### src/rtl/pwm_tmr_pkg.sv
// Package: shared encodings for the PWM timer.
// Assumes: nothing beyond IEEE 1800-2017.
package pwm_tmr_pkg;
    typedef enum logic [1:0] {
        CK_DIV2 = 2'b00,
        CK_DIV4 = 2'b01,
        CK_DIV8 = 2'b10,
        CK_EXT  = 2'b11
    } clk_sel_e;

    localparam int FLG_W     = 4;
    localparam int FLG_CAP1  = 0;
    localparam int FLG_CAP2  = 1;
    localparam int FLG_PULSE = 2;
    localparam int FLG_PER   = 3;
endpackage

### src/rtl/ptm_tick_gen.sv
// Module: ptm_tick_gen
// Produces a one-cycle counter tick, either from a free-running prescaler
// (divide by 2, 4 or 8) or from rising edges of an external clock.
// Assumes: ext_clk is asynchronous and changes slower than clk/2.
module ptm_tick_gen
    import pwm_tmr_pkg::*;
#(
    parameter int PRE_W = 3
) (
    input  logic       clk,
    input  logic       rst_n,
    input  logic [1:0] sel,
    input  logic       ext_clk,
    output logic       tick
);
    logic [PRE_W-1:0] pre_q;
    logic [PRE_W-1:0] mask;
    logic             ext_meta_q, ext_sync_q, ext_prev_q;
    logic             ext_edge;

    // Free-running prescale counter.
    always_ff @(posedge clk) begin
        if (!rst_n) pre_q <= '0;
        else        pre_q <= pre_q + PRE_W'(1);
    end

    // Two-stage synchroniser plus history bit for edge detection.
    always_ff @(posedge clk) begin
        if (!rst_n) begin
            ext_meta_q <= 1'b0;
            ext_sync_q <= 1'b0;
            ext_prev_q <= 1'b0;
        end else begin
            ext_meta_q <= ext_clk;
            ext_sync_q <= ext_meta_q;
            ext_prev_q <= ext_sync_q;
        end
    end

    assign ext_edge = ext_sync_q & ~ext_prev_q;

    // Low-bit mask of the prescaler that must be all ones for a tick.
    always_comb begin
        mask = '0;
        for (int i = 0; i < PRE_W; i++)
            if (i <= int'(sel)) mask[i] = 1'b1;
    end

    // Tick source choice.
    always_comb begin
        if (clk_sel_e'(sel) == CK_EXT) tick = ext_edge;
        else                           tick = ((pre_q & mask) == mask);
    end

    // at divide-by-2 two ticks never come back to back.
    p_div2_gap_r2: assert property (@(posedge clk) disable iff (!rst_n)
        (clk_sel_e'(sel) == CK_DIV2 && $stable(sel) && tick) |=> !tick);
endmodule

### src/rtl/ptm_cmp_slot.sv
// Module: ptm_cmp_slot
// One compare slot: byte-wise shadow register, high-byte inhibit,
// shadow-to-active transfer and equality match against the counter.
// Assumes: CW = BW + high-byte width; xfer is a one-cycle period-end pulse.
module ptm_cmp_slot #(
    parameter int CW  = 16,
    parameter int BW  = 8,
    parameter logic [CW-1:0] RST_VAL = '1
) (
    input  logic          clk,
    input  logic          rst_n,
    input  logic          wr_hi,
    input  logic          wr_lo,
    input  logic [BW-1:0] wr_data,
    input  logic          imm,
    input  logic          xfer,
    input  logic [CW-1:0] cnt,
    output logic [CW-1:0] act,
    output logic          hit
);
    localparam int HI_W = CW - BW;

    logic [CW-1:0] shd_q, act_q;
    logic          blk_q, lo_done_q;

    // Shadow register byte loads.
    always_ff @(posedge clk) begin
        if (!rst_n) shd_q <= RST_VAL;
        else if (wr_hi) shd_q <= {wr_data[HI_W-1:0], shd_q[BW-1:0]};
        else if (wr_lo) shd_q <= {shd_q[CW-1:BW], wr_data};
    end

    // Inhibit: set by high byte, released by low byte.
    always_ff @(posedge clk) begin
        if (!rst_n)     blk_q <= 1'b0;
        else if (wr_hi) blk_q <= 1'b1;
        else if (wr_lo) blk_q <= 1'b0;
    end

    // One-cycle marker that a low byte has just completed a value.
    always_ff @(posedge clk) begin
        if (!rst_n) lo_done_q <= 1'b0;
        else        lo_done_q <= wr_lo;
    end

    // Active value update: period end, or immediate when not buffered.
    always_ff @(posedge clk) begin
        if (!rst_n) act_q <= RST_VAL;
        else if ((xfer || (imm && lo_done_q)) && !blk_q) act_q <= shd_q;
    end

    assign act = act_q;
    assign hit = (cnt == act_q) && !blk_q;

    // in buffered mode the active value only moves at a period end.
    p_shadow_hold_r6: assert property (@(posedge clk) disable iff (!rst_n)
        (!imm && !xfer) |=> $stable(act_q));
    // a slot with a pending high byte never matches.
    p_blk_nohit_r7: assert property (@(posedge clk) disable iff (!rst_n)
        $rose(blk_q) |-> !hit);
endmodule

### src/rtl/ptm_cap_chan.sv
// Module: ptm_cap_chan
// One input-capture channel: synchronises the pin, detects rising edges
// and latches the counter when enabled.
// Assumes: pin is asynchronous; evt is a one-cycle pulse used to set a flag.
module ptm_cap_chan #(
    parameter int CW = 16
) (
    input  logic          clk,
    input  logic          rst_n,
    input  logic          en,
    input  logic          pin,
    input  logic [CW-1:0] cnt,
    output logic [CW-1:0] val,
    output logic          evt
);
    logic          meta_q, sync_q, prev_q;
    logic [CW-1:0] val_q;

    // Synchroniser and edge history.
    always_ff @(posedge clk) begin
        if (!rst_n) begin
            meta_q <= 1'b0;
            sync_q <= 1'b0;
            prev_q <= 1'b0;
        end else begin
            meta_q <= pin;
            sync_q <= meta_q;
            prev_q <= sync_q;
        end
    end

    assign evt = en && sync_q && !prev_q;

    // Capture register.
    always_ff @(posedge clk) begin
        if (!rst_n)   val_q <= '0;
        else if (evt) val_q <= cnt;
    end

    assign val = val_q;

    // a disabled channel never changes its captured value.
    p_cap_off_r11: assert property (@(posedge clk) disable iff (!rst_n)
        !en |=> $stable(val_q));
endmodule

### src/rtl/pwm_timer16.sv
// Module: pwm_timer16
// 16-bit timer with period/pulse compare slots producing a PWM pin,
// period-end reload to all-ones minus 3, status flags, interrupt request
// and two capture channels.
// Assumes: configuration inputs are static while the timer runs.
module pwm_timer16
    import pwm_tmr_pkg::*;
#(
    parameter int CW     = 16,
    parameter int BW     = 8,
    parameter int ADDR_W = 2,
    parameter int NSLOT  = 2,
    parameter int PRE_W  = 3
) (
    input  logic              clk,
    input  logic              rst_n,
    input  logic [1:0]        cfg_clk_sel,
    input  logic              cfg_pwm_en,
    input  logic              cfg_opm_en,
    input  logic              cfg_oc_en,
    input  logic              cfg_lvl_pulse,
    input  logic              cfg_lvl_period,
    input  logic              cfg_cap_irq_en,
    input  logic              irq_mask,
    input  logic              ext_clk,
    input  logic              wr_en,
    input  logic [ADDR_W-1:0] wr_addr,
    input  logic [BW-1:0]     wr_data,
    input  logic [FLG_W-1:0]  flag_clr,
    input  logic              cap1_pin,
    input  logic              cap2_pin,
    output logic              pwm_out,
    output logic [CW-1:0]     cnt_o,
    output logic [CW-1:0]     cap1_val,
    output logic [CW-1:0]     cap2_val,
    output logic [FLG_W-1:0]  flags,
    output logic              irq_o,
    output logic              opm_act
);
    localparam logic [CW-1:0] RELOAD = {CW{1'b1}} - CW'(3);
    localparam int S_PER = 0;
    localparam int S_PUL = 1;

    logic              tick;
    logic [CW-1:0]     cnt_q;
    logic [NSLOT-1:0]  hit;
    logic [CW-1:0]     act [NSLOT];
    logic              per_evt, pul_evt;
    logic              lvl_q;
    logic [1:0]        cap_evt;
    logic [1:0]        cap_en;
    logic [CW-1:0]     cap_val [2];
    logic [FLG_W-1:0]  flg_q, flg_set;

    ptm_tick_gen #(.PRE_W(PRE_W)) u_tick (
        .clk     (clk),
        .rst_n   (rst_n),
        .sel     (cfg_clk_sel),
        .ext_clk (ext_clk),
        .tick    (tick)
    );

    // Compare slots: slot 0 sets the period, slot 1 the pulse edge.
    for (genvar i = 0; i < NSLOT; i++) begin : g_slot
        logic wr_hi, wr_lo;
        assign wr_hi = wr_en && (wr_addr == ADDR_W'(2 * i));
        assign wr_lo = wr_en && (wr_addr == ADDR_W'(2 * i + 1));
        ptm_cmp_slot #(.CW(CW), .BW(BW)) u_slot (
            .clk     (clk),
            .rst_n   (rst_n),
            .wr_hi   (wr_hi),
            .wr_lo   (wr_lo),
            .wr_data (wr_data),
            .imm     (!cfg_pwm_en),
            .xfer    (per_evt),
            .cnt     (cnt_q),
            .act     (act[i]),
            .hit     (hit[i])
        );
    end

    assign per_evt = tick && cfg_pwm_en && hit[S_PER];
    assign pul_evt = tick && cfg_pwm_en && hit[S_PUL];

    // Counter: increments per tick, reloads at the period match.
    always_ff @(posedge clk) begin
        if (!rst_n)       cnt_q <= RELOAD;
        else if (per_evt) cnt_q <= RELOAD;
        else if (tick)    cnt_q <= cnt_q + CW'(1);
    end

    // Pin level: period match takes priority over pulse match.
    always_ff @(posedge clk) begin
        if (!rst_n)       lvl_q <= 1'b0;
        else if (per_evt) lvl_q <= cfg_lvl_period;
        else if (pul_evt) lvl_q <= cfg_lvl_pulse;
    end

    assign cap_en[0] = !cfg_pwm_en;
    assign cap_en[1] = 1'b1;

    // Capture channels 1 and 2.
    for (genvar c = 0; c < 2; c++) begin : g_cap
        ptm_cap_chan #(.CW(CW)) u_cap (
            .clk   (clk),
            .rst_n (rst_n),
            .en    (cap_en[c]),
            .pin   (c == 0 ? cap1_pin : cap2_pin),
            .cnt   (cnt_q),
            .val   (cap_val[c]),
            .evt   (cap_evt[c])
        );
    end

    // Flag set sources for each bit.
    always_comb begin
        flg_set            = '0;
        flg_set[FLG_CAP1]  = per_evt || cap_evt[0];
        flg_set[FLG_CAP2]  = cap_evt[1];
        flg_set[FLG_PULSE] = tick && !cfg_pwm_en && hit[S_PUL];
        flg_set[FLG_PER]   = tick && !cfg_pwm_en && hit[S_PER];
    end

    // Flags: sticky, cleared by strobe, set wins over clear.
    always_ff @(posedge clk) begin
        if (!rst_n) flg_q <= '0;
        else        flg_q <= flg_set | (flg_q & ~flag_clr);
    end

    assign pwm_out  = cfg_oc_en && lvl_q;
    assign cnt_o    = cnt_q;
    assign cap1_val = cap_val[0];
    assign cap2_val = cap_val[1];
    assign flags    = flg_q;
    assign irq_o    = cfg_cap_irq_en && !irq_mask && (flg_q[FLG_CAP1] || flg_q[FLG_CAP2]);
    assign opm_act  = cfg_opm_en && !cfg_pwm_en;

    // a period match always leaves the counter at the reload value.
    p_reload_r3: assert property (@(posedge clk) disable iff (!rst_n)
        per_evt |=> (cnt_q == RELOAD));
    // period end sets flag 0 even when a clear arrives with it.
    p_set_wins_r8: assert property (@(posedge clk) disable iff (!rst_n)
        per_evt |=> flg_q[FLG_CAP1]);
    // compare flags stay clear while PWM mode is on.
    p_no_ocf_r10: assert property (@(posedge clk) disable iff (!rst_n)
        (cfg_pwm_en && !flg_q[FLG_PULSE]) |=> !flg_q[FLG_PULSE]);
endmodule

### config.mk
export PLATFORM = sky130hd
export DESIGN_NAME = pwm_timer16
export DESIGN_NICKNAME = d
export VERILOG_FILES = /design/src/rtl/pwm_tmr_pkg.sv /design/src/rtl/ptm_tick_gen.sv /design/src/rtl/ptm_cmp_slot.sv /design/src/rtl/ptm_cap_chan.sv /design/src/rtl/pwm_timer16.sv
export SDC_FILE = /design/constraint.sdc
export NUM_CORES = 1
export LEC_CHECK = 0
export ABC_CLOCK_PERIOD_IN_PS = 2150
export BUFFER_PORTS_ARGS = -buffer_cell sky130_fd_sc_hd__buf_2
export CORE_MARGIN = 2
export CORE_UTILIZATION = 40
export DETAILED_ROUTE_END_ITERATION = 12
export GPL_TIMING_DRIVEN = 0
export SYNTH_ARGS = -nofsm -noshare
export SYNTH_HDL_FRONTEND = slang
export SYNTH_SLANG_ARGS = --single-unit
### constraint.sdc
create_clock -name clk -period 2.15 [get_ports clk]
set_input_delay 0.43 -clock clk [delete_from_list [all_inputs] [get_ports clk]]
set_output_delay 0.43 -clock clk [all_outputs]
set_load 0.02 [all_outputs]
======== Word level (Yosys, flattened, before mapping) ========
Index checks and enable logic that the tools add are counted.
word-level totals
  register bits ........................... 133
  input bits .............................. 29
  output and inout bits ................... 55
operators by class
  add/subtract/negate cells ............... 2
  order comparisons ....................... 2
  eq/ne operators ......................... 7
  multiplexer cells ....................... 13
  bitwise gates (word level) .............. 9
  reductions and logical operators ........ 40
operators by type and width
  cell                                                           count
  == test 16 bit                                                 2
  2-to-1 mux 16 bit                                              2
  logical AND 1 bit                                              23
  adder 16 x 1 -> 16 bit, second input constant                  1
  2-to-1 mux 8 bit                                               2
  2-to-1 mux 1 bit                                               9
  == test 2 bit, second input constant                           3
  logical NOT 1 bit                                              6
  nonzero test 2 bit                                             3
  AND 4 bit                                                      1
  logical OR 1 bit                                               4
  inverter 1 bit                                                 4
  inverter 4 bit                                                 1
  bitwise OR 4 bit                                               1
  AND reduction 2 bit                                            2
  adder 3 x 1 -> 3 bit, second input constant                    1
  AND 3 bit                                                      1
  == test 3 bit                                                  1
  == test 2 x 1 -> 1 bit, second input constant                  1
  less-or-equal comparator 1 x 2 -> 1 bit, first input constant  1
  less-or-equal comparator 2 bit, first input constant           1
  logical NOT 2 bit                                              1
  OR reduction 2 bit                                             1
  AND 1 bit                                                      1

======== Longest topological paths before layout ========
Gate-level depths: netlist of the first run.
  depth after elaboration ................. 9
  gate-level depth with buffers ........... 8
  depth with buffers taken out ............ 5

======== By module ========
From an unflattened synthesis of the first run, not the netlist that was laid out.
unflattened totals
  cell total of the unflattened synthesis .. 609
  area total of the unflattened synthesis .. 5492.8 um^2
modules (own cells, without submodules)
  module        instances  cells each  area each (um^2)
  ptm_cmp_slot  2          162         1383.8
  ptm_cap_chan  2          77          740.7
  pwm_timer16   1          112         1028.5
  ptm_tick_gen  1          19          215.2

======== Least setup slack after synthesis of the first run ========
OpenSTA, ideal clock, no wires.
  path kind ............................... register to register
  from .................................... register cnt_q[10], in the netlist cnt_o[10]
  to ...................................... register g_slot[0].u_slot.act_q[10]
  library setup time ...................... 147 ps
  arrival ................................. 1800 ps
  setup slack ............................. 203 ps
  cell stages (with the launch flop) ...... 8
  buffers on the path ..................... 2
  clock period less this slack ............ 1947 ps
  path through ............................ dfxtp_1 > clkbuf_1 > xor2_1 > nor4_4 > o2111ai_4 > clkbuf_1 > o211ai_1 > o211ai_2
between the ends
  cells in the longest elaborated chain, start to end .. 5
ends and longest elaborated chain
  what                      RTL line            text
  start: declaration        pwm_timer16.sv:45   logic [CW-1:0] cnt_q;
  start signal: assignment  pwm_timer16.sv:89   else if (tick) cnt_q <= cnt_q + CW'(1);
  == test 16 bit            ptm_cmp_slot.sv:53  assign hit = (cnt == act_q) && !blk_q;
  logical AND 1 bit         ptm_cmp_slot.sv:53
  logical AND 1 bit         pwm_timer16.sv:82   assign per_evt = tick && cfg_pwm_en && hit[S_PER];
  logical OR 1 bit          ptm_cmp_slot.sv:49  else if ((xfer || (imm && lo_done_q)) && !blk_q) act_q <= shd_q;
  logical AND 1 bit         ptm_cmp_slot.sv:49
  end signal: assignment    ptm_cmp_slot.sv:49
  end: declaration          ptm_cmp_slot.sv:23  logic [CW-1:0] shd_q, act_q;
No other way between the ends.
A chain may end at the register's enable or synchronous reset.

======== Worst setup path after layout of the first run ========
  from .................................... register cnt_q[13], in the netlist cnt_o[13]
  to ...................................... register g_slot[0].u_slot.act_q[8]
Same word-level chain as after synthesis.

==> results of run 1 <==
cell families (layout without fill, tap and decap cells):
family	after synthesis	in the layout	synth area share, %
AO/OA/AOI/OAI	160	160	23.0
XOR/XNOR	41	41	6.27
adder cells (fa/ha/maj)	2	2	0.437
buffers and inverters	90	203	7.04
flip-flops	133	133	46.5
AND/OR/NAND/NOR	190	190	16.7
routing by layer:
| layer | vias up | share of wire [%] | global-route usage (%) | wire length [um] |
|---|---|---|---|---|
| met1 | 2190 | 47 | 27.7 | 7020 |
| met3 | 20 | 5.4 | 4.40 | 819 |
| li1 | 2342 | - | - | - |
| met5 | - | 0 | 0 | 0 |
| met4 | 0 | 1.3 | 7.03 | 197 |
| met2 | 136 | 47 | 33.8 | 7020 |
area by class of cell:
class                      instances  share of cell area (%)
buffer                            56                    4.30
clock buffer                      29                    7.48
clock inverter                     3                   0.575
inverter                          33                    1.78
multi-input combinational        393                    38.5
sequential                       133                    38.2
tap                              180                    3.24
timing repair buffer              82                    5.93
cell usage after synthesis (4+ instances only):
master / count
dfxtp_1: 133
o211ai_1: 79
a21boi_0: 31
nor4_1: 5
buf_2: 13
nand3_1: 10
o211ai_2: 20
clkbuf_1: 35
nor2b_1: 8
or3_1: 8
nor2_1: 5
o2111ai_1: 4
nand2b_1: 4
o31a_1: 4
buf_6: 6
inv_1: 33
xnor2_1: 5
and3_1: 4
o21ai_0: 10
and2_1: 16
nand2_1: 111
xor2_1: 36
through the flow:
stage / std cells / utilization (%) / setup slack, ns
3_5_place_dp: 877 / 45.6 / -0.204
5_1_grt: 909 / 50.0 / -0.0115
3_3_place_gp: 877 / 45.6 / -0.138
2_1_floorplan: 616 / - / 0.203
4_1_cts: 908 / 49.6 / 0.00919
6_report: 909 / 50.0 / 0.0750
sequential cells by signal, summed over array words and instances, names as in the netlist:
signal,cells
g_slot.u_slot.act,32
lvl_q,1
u_tick.pre_q,3
g_cap.u_cap.prev_q,2
g_slot.u_slot.blk_q,2
g_cap.u_cap.sync_q,2
g_cap.u_cap.val,32
g_cap.u_cap.meta_q,2
u_tick.ext_meta_q,1
u_tick.ext_sync_q,1
cnt_o,16
g_slot.u_slot.lo_done_q,2
flags,4
g_slot.u_slot.shd_q,32
u_tick.ext_prev_q,1
what timing repair did:
action | in CTS | in global routing
setup endpoints to repair | 44 | 30
setup buffers | 0 | 1
resized for setup | 4 | 16
hold buffers | 0 | 0
pin swaps | 0 | 5
where the power goes:
group	internal, mW	total, mW	switching (mW)
Combinational	0.160	0.430	0.269
Sequential	2.55	2.59	0.0416
Clock	1.74	2.74	1.01
Total	4.45	5.77	1.32
how the worst max path moves through the flow:
stage	cells past startpoint	slack, ns	start	end
finish	8	0.08	cnt_o[13]	g_slot[0].u_slot.act[8]
global route	7	-0.01	cnt_o[0]	g_slot[0].u_slot.act[10]
CTS	8	0.009	cnt_o[7]	g_slot[0].u_slot.act[8]
detailed placement	7	-0.20	cnt_o[10]	g_slot[0].u_slot.act[11]
global placement	7	-0.14	cnt_o[10]	g_slot[0].u_slot.act[15]
floorplan	7	0.20	cnt_o[10]	g_slot[0].u_slot.act[10]
==> metrics.cfg, run 1 <==
[global_route]
overflow = 0
grt_antenna_before_repair = 0
grt_usage_pct = 20.9
grt_pass1_wl_um = 23700
grt_pass1_vias = 4427
grt_max_degree = 17

[route]
via_count = 4688
drc = 0
routed_wl_um = 15100
post_drt_wl_per_cell_um = 16.6
route.antenna.remaining_nets = 0
drtPass1Iterations = 5
via_per_inst = 5.16
drtIter0Drc = 285

[sta]
tightest_slew_ns = 0.655
final.min_clock_period_ns = 2.07
relSlewSlack_pct = 56.3
hold_viol = 0
drv_slew = 0
fin_hold_ws_ns = 0.213
final.setup.tns_ns = 0
fin_skew_ns = 0.0189
rsz0062_at_grt = yes
setup_viol = 0
max_freq_mhz = 482
fin_crit_sh_pct = 96.5

[pwr]
power_density_mw_per_mm2 = 829
ir_drop_v = 0.000508
p_leak_nw = 2.81
total_power_mw = 5.77

[clock_tree]
clock-sinks = 133
cts_tree = done
cts_buffers = 17
clock_latency_ns = 0.43
clockBufferDepth = 2
cts_max_level = 4
clkTransAtPathRegs_ns = 0.05
root_buffer = clkbuf_16

[setup_path]
slowest_delay_ns = 0.40
ff2ff_path_depth = 8
r2r-start = cnt_o[13]
rrSetupSlack_ns = 0.08
crit_family = buffers and inverters
worst_setup_path_start_kind = flop
worst_setup_path_end_kind = flop
cp.required_ns = 2.41
crit_type = flop to flop
slowest_stage = nor4_4
worstPathArrival_ns = 2.34
cp_cell_sequence = clkbuf_4, xor2_1, nor4_4, nand3_2, buf_4, buf_6, o211ai_1, o211ai_2
path_buf_inv = 3
crit_fanout = 10
reg2reg_to = g_slot[0].u_slot.act[8]

[placement]
place_area_mm2 = 0.00635
port_buffers = 81
place_congestion = 0.780
dp_hpwl_um = 10800

[floorplanning]
die_w_um = 124
die_area_mm2 = 0.0153
std_cell_rows = 43
core_area_mm2 = 0.0139
initial_utilization_pct = 41.1
die_h_um = 124
io_pins = 84

[job]
drv_cap = 0

[layout]
layout_commonest_cell = dfxtp_1
syn_to_final_growth_pct = 21.6
multi_input_area_mm2 = 0.00268
fill_cells = 1354
final_cell_mix = dfxtp_1 (133), nand2_1 (111), buf_2 (90)
seq_area_mm2 = 0.00266
final_nets = 747
diodes = 0
drive_gt1_share_pct = 22.6
finish.instance_area_mm2 = 0.00696

[synthesis]
ys_types = 41
syn_area_mm2 = 0.00572
ys.flop_type = dfxtp_1
ys_seq_elements = 133
synth_edf_count = 0
netlist_instances = 616
yosysTopAreaCell = dfxtp_1
synth_async_sr_flop_share_pct = 0
ys_seq_area_share_pct = 46.5
yosys_warnings = 0
yosysTopAreaCellShare_pct = 46.5
syn_nets = 647
ys_top_cells_by_area = dfxtp_1 (47%), o211ai_1 (10%), nand2_1 (7.3%)
syn_area_per_cell_um2 = 9.29

[min_path]
hold_end = g_cap[1].u_cap.meta_q
hp-class = primary input to flop
hold_start = cap2_pin
whs_path_depth = 2

[status]
status = finished, final reports clean

No activity file was read; power rests on OpenSTA's default activity.
==> inputs of run 2 (changes only) <==
Settings changed: ABC_CLOCK_PERIOD_IN_PS 2150 to 1800, BUFFER_PORTS_ARGS -buffer_cell sky130_fd_sc_hd__buf_2 to unset, CORE_MARGIN 2 to 4, DONT_BUFFER_PORTS set to 1.
Clock period 2.15 ns to 1.8 ns, I/O delays scaled along.
==> run 2 against run 1 <==
Compared with the run above: the flow now finishes with violations (setup timing); sequential cell count stayed put; global-route usage is 1.4 points lower; combinational power is 2% higher; cell count shrank 7.4%; hold slack worse by 0.14 ns; via count shrank 3.2%; clock power increased by 17%; non-clock buffer count shrank 64; core utilization did not move; sequential power is 21% higher; final area unchanged; sequential share of layout area increased by 0.58 points; critical endpoint is now g_slot[1].u_slot.act[14].
==> metrics.cfg, run 2 (synthesis results as in run 1) <==
[status]
status = finished with violations
violations = setup timing

[global_route]
grtUsageMet3_pct = 6.44  ; +2.0 points
grt_busiest_layer = met2
overflow = 0  ; unchanged
grt_pass1_vias = 4425  ; -0.045%
use_met2_pct = 29.5  ; -4.3 points
grt_pass1_wl_um = 24400  ; +3.0%
grt_usage_pct = 19.5  ; -1.4 points
use_met1_pct = 25.2  ; -2.5 points
grt_antenna_before_repair = 0  ; unchanged
grt_max_degree = 17  ; unchanged

[placement]
place_congestion = 0.813  ; +4.2%
port_buffers = 0  ; -100%
place_area_mm2 = 0.00600  ; -5.7%
dp_hpwl_um = 10800  ; -0.16%
dp_cells = 796  ; -9.2%

[setup_path]
crit_family = compound AO/OA/AOI/OAI gates
r2r-start = cnt_o[9]
slowest_delay_ns = 0.38  ; -0.02 ns
worst_setup_path_end_kind = flop
worst_setup_path_start_kind = flop
crit_top_cell = o211ai_1
ff2ff_path_depth = 7  ; -1
crit_fanout = 10  ; unchanged
rrSetupSlack_ns = -0.24  ; -0.32 ns
cp.required_ns = 2.05  ; -0.36 ns
worstPathArrival_ns = 2.30  ; -0.04 ns
path_buf_inv = 2  ; -1
cp_cell_sequence = buf_8, xor2_1, nor4_4, o2111ai_4, buf_6, o211ai_1, o211ai_1
reg2reg_to = g_slot[1].u_slot.act[14]
crit_type = flop to flop
slowest_stage = nor4_4

[layout]
final_cell_mix = dfxtp_1 (117), nand2_1 (108), o211ai_1 (79)
layout_commonest_cell = dfxtp_1
utilization_pct = 50.0  ; unchanged
fill_cells = 1282  ; -5.3%
drive_gt1_share_pct = 21.6  ; -1.0 points
final_nets = 683  ; -8.6%
syn_to_final_growth_pct = 21.6  ; unchanged
final-instance-count-excl-fill = 842  ; -7.4%
finish.instance_area_mm2 = 0.00696  ; unchanged
diodes = 0  ; unchanged

[route]
drtPass1Iterations = 5  ; unchanged
via_count = 4537  ; -3.2%
post_drt_wl_per_cell_um = 18.6  ; +12%
routed_wl_um = 15600  ; +3.8%
route.antenna.remaining_nets = 0  ; unchanged
via_per_inst = 5.39  ; +4.5%
drtIter0Drc = 310  ; +8.8%
drc = 0  ; unchanged

[sta]
drv_slew = 0  ; unchanged
final.min_clock_period_ns = 2.04  ; -0.0320 ns
relSlewSlack_pct = 52.5  ; -3.8 points
fin_hold_ws_ns = 0.0764  ; -0.136 ns
hold_viol = 0  ; unchanged
fin_skew_ns = 0.00510  ; -0.0138 ns
tightest_slew_ns = 0.713  ; +0.0575 ns
max_freq_mhz = 489  ; +1.6%
setup_slack_ns = -0.243  ; -0.318 ns
rsz0062_at_grt = yes
setup_viol = 49  ; +49
fin_crit_sh_pct = 113  ; +17 points

[clock_tree]
cts_tree = done
cts_buffers = 17  ; unchanged
clockBufferDepth = 2  ; unchanged
cts_max_level = 4  ; unchanged
clock-sinks = 133  ; unchanged
root_buffer = clkbuf_16
clock_latency_ns = 0.41  ; -0.02 ns
clkTransAtPathRegs_ns = 0.05  ; about the same

[pwr]
total_power_mw = 6.77  ; +17%
power_density_mw_per_mm2 = 973  ; +17%
p_leak_nw = 2.62  ; -6.8%
ir_drop_v = 0.000647  ; +27%

[min_path]
whs_path_depth = 1  ; -1
hold_end = u_tick.ext_meta_q
hp-class = primary input to flop
hold_start = ext_clk

[floorplanning]
io_pins = 84  ; unchanged
core_area_mm2 = 0.0139  ; unchanged
die_h_um = 128  ; +3.2%
die_w_um = 128  ; +3.2%
die_area_mm2 = 0.0163  ; +6.6%
std_cell_rows = 43  ; unchanged
initial_utilization_pct = 41.1  ; unchanged

[job]
drv_cap = 0  ; unchanged

[run 2: cell count changes in the layout (fill, tap and decap cells not counted), sizes merged]
cell / before / now
buf: 101 / 42
clkbuf: 66 / 56
clkinv: 2 / 4
[run 2: worst max path at each step]
stage	endpoint	slack [ns]	startpoint	cells after the start
after floorplan	g_slot[1].u_slot.act[1]	-0.03	cnt_o[5]	7
after global placement	g_slot[1].u_slot.act[4]	-0.42	cnt_o[15]	6
after detailed placement	g_slot[0].u_slot.act[9]	-0.49	cnt_o[15]	6
after CTS	g_slot[0].u_slot.act[9]	-0.28	cnt_o[0]	7
after global routing	g_slot[0].u_slot.act[8]	-0.35	cnt_o[11]	7
final	g_slot[1].u_slot.act[14]	-0.24	cnt_o[9]	7
[run 2: where the power goes]
group | internal [mW] | switching, mW | leakage (nW) | total (mW)
Combinational | 0.173 | 0.266 | 1.27 | 0.439
Clock | 2.01 | 1.19 | 0.272 | 3.20
Sequential | 3.04 | 0.0976 | 1.08 | 3.14
[run 2: repair_timing]
action | 4_1_cts | 5_1_grt
endpoints found under the hold margin | 0 | 0
cloned | 2 | 0
setup endpoints to repair | 53 | 61
pin swaps | 12 | 13
gates resized for setup | 63 | 18
hold buffers | 0 | 0
setup buffers | 9 | 6
[run 2: metrics by stage]
stage | setup TNS [ns] | setup slack, ns
after detailed placement | -26.37 | -0.485
after global placement | -22.40 | -0.418
final | -8.67 | -0.243
after global routing | -13.52 | -0.354
after CTS | -9.00 | -0.276
after floorplan | -0.462 | -0.0305
[run 2: layout make-up]
| cell class | instances | area (um2) | area share [%] |
|---|---|---|---|
| clock buffers | 24 | 492 | 7.06 |
| multi-input cells | 393 | 2820 | 40.5 |
| inverters | 33 | 124 | 1.78 |
| flip-flops and latches | 133 | 2700 | 38.8 |
| repair buffers | 17 | 146 | 2.10 |
| plain buffers | 57 | 402 | 5.77 |
| well taps | 180 | 225 | 3.24 |
| clock inverters | 5 | 50.0 | 0.719 |
[run 2: per-layer routing]
layer  up-vias  wire length [um]
li1       2200                 -
met1      2164              7080
met2       143              6830
met3        30              1280
met4         0               445
met5         -                 0
==> inputs of run 3 (changes only) <==
Settings changed: BUFFER_PORTS_ARGS set to -buffer_cell sky130_fd_sc_hd__buf_2, DONT_BUFFER_PORTS 1 to unset, SETUP_SLACK_MARGIN set to 0.4.
==> run 3 against run 2 <==
Compared with the run above: the run still ends with setup timing left; largest cell class unchanged; setup slack better by 0.035 ns; core utilization grew 5.5 points; cell count is 12% higher; clock power rose by 8.4%; critical endpoint is now g_slot[1].u_slot.act[10]; register-to-register slack improved by 0.04 ns; sequential cell count is the same; routed wire length is 3.6% higher; highest routed layer unchanged; sequential power down 1%; final area grew 11%; combinational power grew 41%.
==> metrics.cfg, run 3 (synthesis results as in run 1) <==
[clock_tree]
clockBufferDepth = 2  ; unchanged
clock_latency_ns = 0.42  ; about the same
cts_hold_buf = 0  ; unchanged
clkTransAtPathRegs_ns = 0.06  ; about the same
clock-sinks = 133  ; unchanged
cts_max_level = 4  ; unchanged
root_buffer = clkbuf_16
cts_buffers = 17  ; unchanged
cts_tree = done

[sta]
fin_skew_ns = 0.00777  ; +0.00267 ns
drv_slew = 0  ; unchanged
final.min_clock_period_ns = 2.01  ; -0.0354 ns
relSlewSlack_pct = 55.8  ; +3.3 points
fin_hold_ws_ns = 0.146  ; +0.0695 ns
setup_viol = 49  ; unchanged
final.setup.tns_ns = -6.52  ; +2.15 ns
tightest_slew_ns = 0.663  ; -0.0494 ns
rsz0062_at_grt = yes
hold_viol = 0  ; unchanged
fin_crit_sh_pct = 112  ; -2.0 points
setup_slack_ns = -0.208  ; +0.0354 ns
max_freq_mhz = 498  ; +1.8%

[setup_path]
reg2reg_to = g_slot[1].u_slot.act[10]
crit_type = flop to flop
timing.critical_path.from = cnt_o[12]
worst_setup_path_start_kind = flop
ff2ff_path_depth = 8  ; +1
worstPathArrival_ns = 2.27  ; -0.03 ns
r2r-start = cnt_o[12]
endpoint = g_slot[1].u_slot.act[10]
rrSetupSlack_ns = -0.21  ; +0.04 ns
worst_setup_path_end_kind = flop
crit_fanout = 6  ; -4
cp.required_ns = 2.07  ; +0.02 ns

[placement]
place_congestion = 0.820  ; +0.85%
dp_hpwl_um = 11200  ; +3.2%
port_buffers = 81  ; +81
place_ws_ns = -0.359  ; +0.126 ns

[pwr]
power_density_mw_per_mm2 = 929  ; -4.5%
ir_drop_v = 0.000568  ; -12%
p_leak_nw = 3.18  ; +21%
total_power_mw = 7.18  ; +6.0%

[floorplanning]
die_h_um = 128  ; unchanged
die_area_mm2 = 0.0163  ; unchanged
core_area_mm2 = 0.0139  ; unchanged
io_pins = 84  ; unchanged
std_cell_rows = 43  ; unchanged
die_w_um = 128  ; unchanged
initial_utilization_pct = 41.1  ; unchanged

[layout]
final_cell_mix = dfxtp_1 (114), nand2_1 (110), o211ai_1 (79)
fill_cells = 1236  ; -3.6%
syn_to_final_growth_pct = 35.0
drive_gt1_share_pct = 34.0  ; +12 points
layout_commonest_cell = dfxtp_1
final_nets = 780  ; +14%
diodes = 0  ; unchanged

[global_route]
grt_usage_pct = 20.1  ; +0.62 points
grt_pass1_vias = 4798  ; +8.4%
grt_pass1_wl_um = 25500  ; +4.6%
overflow = 0  ; unchanged
grt_max_degree = 17  ; unchanged
grt_antenna_before_repair = 0  ; unchanged

[status]
status = finished with violations
violations = setup timing

[route]
drc = 0  ; unchanged
via_per_inst = 5.27  ; -2.3%
via_count = 4960  ; +9.3%
post_drt_wl_per_cell_um = 17.2  ; -7.4%
drtIter0Drc = 294  ; -5.2%
drtPass1Iterations = 5  ; unchanged
route.antenna.remaining_nets = 0  ; unchanged
routed_wl_um = 16200  ; +3.6%

[min_path]
hp-class = primary input to flop

[job]
drv_cap = 0  ; unchanged

[run 3: cell types whose count changed in the layout (fill, tap and decap cells not counted), moves of 4 or more]
cell | before | now
dfxtp_2 | 8 | 15
clkbuf_2 | 0 | 11
dfxtp_4 | 8 | 4
buf_6 | 15 | 28
clkbuf_1 | 32 | 21
buf_2 | 4 | 75
buf_4 | 15 | 24
[run 3: worst min path at each step]
stage                                startpoint                    end  slack, ns  cells after the start
after floorplan           g_cap[0].u_cap.meta_q  g_cap[0].u_cap.sync_q       0.41                      1
after global placement    g_cap[1].u_cap.meta_q  g_cap[1].u_cap.sync_q       0.41                      1
after detailed placement      u_tick.ext_meta_q      u_tick.ext_sync_q       0.43                      1
after CTS                              cap1_pin  g_cap[0].u_cap.meta_q       0.13                      2
after global routing                   cap1_pin  g_cap[0].u_cap.meta_q       0.14                      2
final                                  cap1_pin  g_cap[0].u_cap.meta_q       0.15                      2
[run 3: per-stage QoR]
stage,cells,utilization [%],area (um2)
finish,942,55.5,7730
CTS,931,54.1,7540
floorplan,616,-,5920
global placement,877,47.0,6550
global route,942,55.5,7730
detailed placement,877,47.0,6550
[run 3: layout make-up]
type                    instances  area (um2)  share of cell area (%)
clock inverters                 7        91.3                    1.18
repair buffers                113         727                    9.41
flip-flops and latches        133        2700                    34.9
inverters                      33         124                    1.60
plain buffers                  57         462                    5.97
multi-input cells             394        2900                    37.5
clock buffers                  25         507                    6.56
well taps                     180         225                    2.91
[run 3: what timing repair did]
action                     in CTS  in global routing
gates cloned                    5                  1
pin swaps                      41                 17
buffers inserted               17                 10
setup endpoints to repair      93                 74
resized for setup              59                 30
[run 3: power by group]
| group | switching (mW) | total [mW] | internal [mW] |
|---|---|---|---|
| Clock | 1.24 | 3.47 | 2.23 |
| Sequential | 0.0533 | 3.10 | 3.04 |
| Combinational | 0.362 | 0.618 | 0.256 |
| Total | 1.65 | 7.18 | 5.52 |
[run 3: worst max-delay path, cell delays in order, from the launching register on]
cell and delay, ns:
dfxtp_2 0.32, buf_8 0.12, xor2_2 0.15, nor4_4 0.26, buf_4 0.18, o2111ai_4 0.24, buf_6 0.21, o211ai_1 0.22
o211ai_2 0.14
[run 3: routing by layer]
metal | up-vias | global-route usage [%] | routed length, um
met1 | 2362 | 26.8 | 7200
met3 | 30 | 4.60 | 1140
li1 | 2394 | - | -
met5 | - | 0 | 0
met2 | 174 | 31.7 | 7430
met4 | 0 | 7.87 | 429
